`src/rtl/errcnt_pkg.sv`:
```
package errcnt_pkg;

    localparam int CNT_W   = 8;
    localparam int NUM_CNT = 2;
    localparam int INC_W   = 2;

    localparam logic [CNT_W-1:0] THR_RST = {CNT_W{1'b1}};
    localparam logic [CNT_W-1:0] CNT_MAX = {CNT_W{1'b1}};

    typedef logic [CNT_W-1:0] cnt_t;
    typedef logic [INC_W-1:0] inc_t;

    typedef enum logic {
        CNT_ONE = 1'b0,
        CNT_TWO = 1'b1
    } cnt_id_e;

    typedef struct packed {
        logic req;
        cnt_t val;
    } evt_t;

    function automatic cnt_t sat_add(input cnt_t a, input inc_t b);
        logic [CNT_W:0] s;
        s = {1'b0, a} + {{(CNT_W + 1 - INC_W){1'b0}}, b};
        return s[CNT_W] ? CNT_MAX : s[CNT_W-1:0];
    endfunction

endpackage

```
`src/rtl/errcnt_incsel.sv`:
```
module errcnt_incsel
    import errcnt_pkg::*;
(
    input  logic ne_err,
    input  logic fe_err,
    input  logic mix_mode,
    output inc_t inc_one,
    output inc_t inc_two
);

    always_comb begin
        inc_one = inc_t'(ne_err);
        if (mix_mode) begin
            inc_one = inc_t'(ne_err) + inc_t'(fe_err);
        end
        inc_two = inc_t'(fe_err);
    end

endmodule

```
`src/rtl/errcnt_unit.sv`:
```
module errcnt_unit
    import errcnt_pkg::*;
(
    input  logic clk,
    input  logic rst,
    input  inc_t inc,
    input  logic clr,
    input  logic thr_we,
    input  cnt_t thr_wdata,
    output cnt_t cnt,
    output evt_t evt
);

    cnt_t cnt_q;
    cnt_t thr_q;
    evt_t evt_q;
    cnt_t base;
    cnt_t nxt;
    logic fire;

    always_comb begin
        base = clr ? '0 : cnt_q;
        nxt  = sat_add(base, inc);
        fire = (inc != '0) && (base < thr_q) && (nxt >= thr_q);
    end

    always_ff @(posedge clk) begin
        if (rst) begin
            cnt_q <= '0;
            thr_q <= THR_RST;
            evt_q <= '0;
        end else begin
            cnt_q     <= nxt;
            evt_q.req <= fire;
            if (fire) begin
                evt_q.val <= nxt;
            end
            if (thr_we) begin
                thr_q <= thr_wdata;
            end
        end
    end

    assign cnt = cnt_q;
    assign evt = evt_q;

    AST_RST_CLEAR: assert property (@(posedge clk) rst |=> (cnt_q == '0) && !evt_q.req);
    AST_NO_WRAP: assert property (@(posedge clk) disable iff (rst)
        !clr |=> cnt_q >= $past(cnt_q));
    AST_IDLE_HOLD: assert property (@(posedge clk) disable iff (rst)
        (!clr && inc == '0) |=> $stable(cnt_q));
    AST_CLR_RESTART: assert property (@(posedge clk) disable iff (rst)
        clr |=> cnt_q == cnt_t'($past(inc)));
    AST_EVT_VALUE: assert property (@(posedge clk) disable iff (rst)
        evt_q.req |-> evt_q.val == cnt_q);
    AST_ZERO_THR_SILENT: assert property (@(posedge clk) disable iff (rst)
        (thr_q == '0 && !thr_we) |=> !evt_q.req);

endmodule

```
`src/rtl/blk_err_thresh.sv`:
```
module blk_err_thresh
    import errcnt_pkg::*;
(
    input  logic                     clk,
    input  logic                     rst,
    input  logic                     ne_err,
    input  logic                     fe_err,
    input  logic                     mix_mode,
    input  logic                     rd_en,
    input  logic                     rd_sel,
    input  logic                     wr_en,
    input  logic                     wr_sel,
    input  logic [CNT_W-1:0]         wr_data,
    output logic [CNT_W-1:0]         rd_data,
    output logic [NUM_CNT-1:0]       evt_req,
    output logic [NUM_CNT*CNT_W-1:0] evt_cnt
);

    inc_t inc   [NUM_CNT];
    cnt_t cnt   [NUM_CNT];
    evt_t evt   [NUM_CNT];

    errcnt_incsel u_incsel (
        .ne_err   (ne_err),
        .fe_err   (fe_err),
        .mix_mode (mix_mode),
        .inc_one  (inc[CNT_ONE]),
        .inc_two  (inc[CNT_TWO])
    );

    for (genvar i = 0; i < NUM_CNT; i++) begin : g_cnt
        logic clr_i;
        logic we_i;
        assign clr_i = rd_en && (rd_sel == cnt_id_e'(i));
        assign we_i  = wr_en && (wr_sel == cnt_id_e'(i));

        errcnt_unit u_unit (
            .clk       (clk),
            .rst       (rst),
            .inc       (inc[i]),
            .clr       (clr_i),
            .thr_we    (we_i),
            .thr_wdata (wr_data),
            .cnt       (cnt[i]),
            .evt       (evt[i])
        );

        assign evt_req[i]                   = evt[i].req;
        assign evt_cnt[i*CNT_W +: CNT_W]    = evt[i].val;
    end

    assign rd_data = cnt[rd_sel];

    AST_MODE_NE_ONLY: assert property (@(posedge clk) disable iff (rst)
        (!mix_mode && !ne_err && !(rd_en && rd_sel == CNT_ONE)) |=> $stable(cnt[CNT_ONE]));
    AST_TWO_IGNORES_NE: assert property (@(posedge clk) disable iff (rst)
        (!fe_err && !(rd_en && rd_sel == CNT_TWO)) |=> $stable(cnt[CNT_TWO]));
    AST_MIX_DOUBLE: assert property (@(posedge clk) disable iff (rst)
        (mix_mode && ne_err && fe_err && !rd_en && cnt[CNT_ONE] < CNT_MAX - 1)
        |=> cnt[CNT_ONE] == $past(cnt[CNT_ONE]) + 2);
    AST_READ_OTHER_KEPT: assert property (@(posedge clk) disable iff (rst)
        (rd_en && rd_sel == CNT_ONE && !fe_err) |=> $stable(cnt[CNT_TWO]));

endmodule

```
`config.mk`:
```
export PLATFORM = sky130hd
export DESIGN_NAME = blk_err_thresh
export DESIGN_NICKNAME = d
export VERILOG_FILES = /design/src/rtl/errcnt_pkg.sv /design/src/rtl/errcnt_incsel.sv /design/src/rtl/errcnt_unit.sv /design/src/rtl/blk_err_thresh.sv
export SDC_FILE = /design/constraint.sdc
export NUM_CORES = 1
export LEC_CHECK = 0
export CORE_MARGIN = 2
export CORE_UTILIZATION = 45
export CTS_CLUSTER_SIZE = 12
export DETAILED_ROUTE_END_ITERATION = 10
export PLACE_DENSITY_LB_ADDON = 0.1
export SLEW_MARGIN = 20
export SYNTH_ARGS = -nofsm -noshare
export SYNTH_HDL_FRONTEND = slang
export SYNTH_SLANG_ARGS = --single-unit
```
`constraint.sdc`:
```
create_clock -name clk -period 6.3 [get_ports clk]
set_input_delay 1.26 -clock clk [delete_from_list [all_inputs] [get_ports clk]]
set_output_delay 1.26 -clock clk [all_outputs]
set_load 0.03 [all_outputs]
```
==> results.tsv <==
stage	metric	value	unit
sta	slew_violations	0	
global_routing	grtUsageTotal	20.1	%
floorplan	dieWidth	86.4	µm
sta	period_share	82.7	%
power_and_ir_drop	p_total	634	µW
clock_tree	insertion_delay	0.30	ns
floorplan	die_h	86.4	µm
routing	drtIter0Drc	95	
clock_tree	h-tree-depth	2	
critical_path	timing.rr.end	g_cnt[1].u_unit.evt[6]	
yosys	synth_mux_area_share	7.94	%
place	place.gp.congestion	0.831	
global_routing	grt_pass1_wl	11.8	mm
yosys	yosys_warnings	0	
power_and_ir_drop	p_leak	0.00177	µW
yosys	synth.distinct_cells	53	
clock_tree	post_cts_buffers	0	
critical_path	crit_path_start_kind	input port	
routing	vias	2498	
finish	nets	437	
yosys	synthAdderAreaFrac	14.3	%
routing	wl_per_cell	15.5	µm
finish	stdcell_area	0.00363	mm²
clock_tree	cts_max_path_buffers	2	
yosys	synth-xor-area-share	1.72	%
finish	mostFrequentLayoutCells	50 x dfxtp_1, 42 x clkdlybuf4s50_1, 35 x ha_1	
sta	post-route-min-period	5.21	ns
floorplan	core	0.00668	mm²
global_routing	grt_antenna_before_repair	0	
sta	setup_viol	0	
floorplan	start_util	45.7	%
sta	fin_ws	1.09	ns
yosys	ys_top_cells_by_area	dfxtp_1 33%, ha_1 14%, and2_1 5.3%, mux2i_1 4.3%, nand3_1 4.3%	
yosys	synthSimpleGateAreaFrac	23.9	%
critical_path	critPathKind	in -> reg	
global_routing	grt_max_degree	31	
place	hpwl	5.61	mm
routing	dr.pass1.iters	4	
finish	fillCellCount	668	
sta	slew_headroom	38.0	%
clock_tree	post_cts_resized	0	
power_and_ir_drop	powerDensity	174	mW/mm²
status	status	completed	
yosys	synth_top_family_by_area	simple AND/OR/NAND/NOR gates	
finish	final-instance-count-excl-fill	466	
critical_path	cp.arrival	5.41	ns
clock_tree	cts_hold_buffers	0	
critical_path	worst_r2r_startpoint	g_cnt[1].u_unit.cnt[0]	
finish	diodes	0	
critical_path	cp_max_fo	13	
sta	fmax	192	MHz
run	maxCapViolations	0	
yosys	syn_inst	348	
yosys	synth_compound_area_share	14.2	%
sta	tns	0	ns
critical_path	required	6.51	ns
floorplan	ioPinCount	43	
critical_path	worstSetupEndpointType	register	
power_and_ir_drop	peakVddDrop	0.118	mV
yosys	synth_top_area_cell	dfxtp_1	
clock_tree	cts_tree	built	
clock_tree	clkSinkCount	50	
yosys	async_flop_share	0	%
yosys	yosysTopAreaCellShare	32.7	%
critical_path	r2r_cells	14	
sta	rsz0062_at_grt	no	
sta	hold_viol	0	
global_routing	overflow	0	
yosys	synth-edff-count	0	
clock_tree	cts_buffers	5	
routing	drtAntennaViolNets	0	
place	place_ws	0.767	ns
yosys	avgSynthCellArea	8.78	µm²
sta	clock_skew	0.00601	ns
routing	drt-vias-per-instance	5.36	
clock_tree	clkTransAtPathRegs	0.10	ns
yosys	synth-seq-cells	50	
floorplan	dieArea	0.00747	mm²
place	port_buffers	42	
yosys	syn_area	0.00306	mm²
routing	wirelength	7.22	mm
finish	final_common_cell	dfxtp_1	
critical_path	r2r_slack	2.45	ns
yosys	synth_ff_type	dfxtp_1	
hold_path	hp-class	reg -> reg	
place	placed_area	0.00353	mm²
clock_tree	clockRootBuffer	clkbuf_8	
yosys	ys_seq_area_share	32.7	%
sta	worst_slew_pin_slew	0.929	ns
critical_path	crit_path_start	rd_sel	
critical_path	cp-endpoint	g_cnt[1].u_unit.evt[6]	
yosys	syn-num-nets	400	
finish	drive_gt1_share	7.77	%
place	dp_cells	458	
floorplan	rows	30	
routing	drc	0	
finish	area_growth	18.9	%
global_routing	first_global_vias	2384	
[synthesized netlist by cell type (all sizes together), types with 3 or more instances]
master and instances:
nor3b 3, nand2 27, buf 4, mux2 10
nor3 9, clkbuf 11, nor2b 4, and3 3
inv 23, xor2 3, nand3 26, nand4 4
a31oi 3, a21o 4, o211ai 9, o21ai 8
mux2i 13, ha 35, and2 26, a21oi 8
nand2b 6, dfxtp 50, xnor2 3, nor2 30
[where the power goes]
| part | switching, µW | leakage (µW) | internal (µW) |
|---|---|---|---|
| clock | 110 | 0.0000478 | 90.6 |
| sequential | 6.07 | 0.000407 | 326 |
| combinational | 56.2 | 0.00132 | 45.3 |
| total | 172 | 0.00177 | 461 |
[cell families (layout without fill, tap and decap cells)]
kind of cell,Yosys count,after routing
AOI/OAI and AO/OA,54,54
buffers and inverters,38,76
and+or+nand+nor,142,142
muxes,23,23
xor gates and xnor gates,6,6
DFF,50,50
adders and majority gates,35,35
[critical path, stage by stage]
cell             delay [ns]
clkdlybuf4s50_1        0.75
nand2_1                0.24
and2_1                 0.24
ha_1                   0.22
and3_1                 0.17
and3_1                 0.22
nand4_1                0.20
nor2b_1                0.25
ha_1                   0.26
nand2b_4               0.15
a2111oi_4              0.36
nor3_2                 0.10
o311ai_4               0.59
mux2_2                 0.40
[final cells by class]
class	instances	area [µm²]	area share [%]
timing repair buffer	45	443	12.2
multi-input combinational	260	1900	52.4
clock buffer	6	82.6	2.27
inverter	23	86.3	2.38
clock inverter	2	16.3	0.448
sequential	50	1000	27.5
tap	80	100	2.75
[per-layer routing]
| metal | wire length, µm | vias up | track usage, % | share of wire [%] |
|---|---|---|---|---|
| met3 | 166 | 15 | 3.24 | 2.3 |
| met2 | 3530 | 34 | 33.8 | 49 |
| met5 | 0 | - | 0 | 0 |
| met4 | 162 | 0 | 8.10 | 2.2 |
| li1 | - | 1300 | - | - |
| met1 | 3360 | 1149 | 25.7 | 47 |
[worst min-delay path by stage]
| stage | slack [ns] | depth (start not counted) | endpoint | start |
|---|---|---|---|---|
| finish | 0.47 | 2 | g_cnt[1].u_unit.thr_q[6] | g_cnt[1].u_unit.thr_q[6] |
| global route | 0.50 | 2 | g_cnt[1].u_unit.thr_q[7] | g_cnt[1].u_unit.thr_q[7] |
| CTS | 0.47 | 2 | g_cnt[1].u_unit.thr_q[4] | g_cnt[1].u_unit.thr_q[4] |
| detailed placement | 0.46 | 2 | g_cnt[1].u_unit.thr_q[4] | g_cnt[1].u_unit.thr_q[4] |
| global placement | 0.45 | 2 | g_cnt[1].u_unit.thr_q[4] | g_cnt[1].u_unit.thr_q[4] |
| floorplan | 0.44 | 2 | g_cnt[1].u_unit.thr_q[1] | g_cnt[1].u_unit.thr_q[1] |
[flip-flops by register name, indices dropped and copies added (netlist names)]
| signal | flops |
|---|---|
| g_cnt.u_unit.cnt | 16 |
| g_cnt.u_unit.evt | 18 |
| g_cnt.u_unit.thr_q | 16 |
[stage by stage]
stage / hold WS (ns) / utilization (%)
after floorplan: 0.441 / -
after global placement: 0.454 / 52.9
after detailed placement: 0.456 / 52.9
after CTS: 0.474 / 54.4
after global routing: 0.497 / 54.4
final: 0.470 / 54.4
Note: power is estimated with default switching activity, not from simulation.
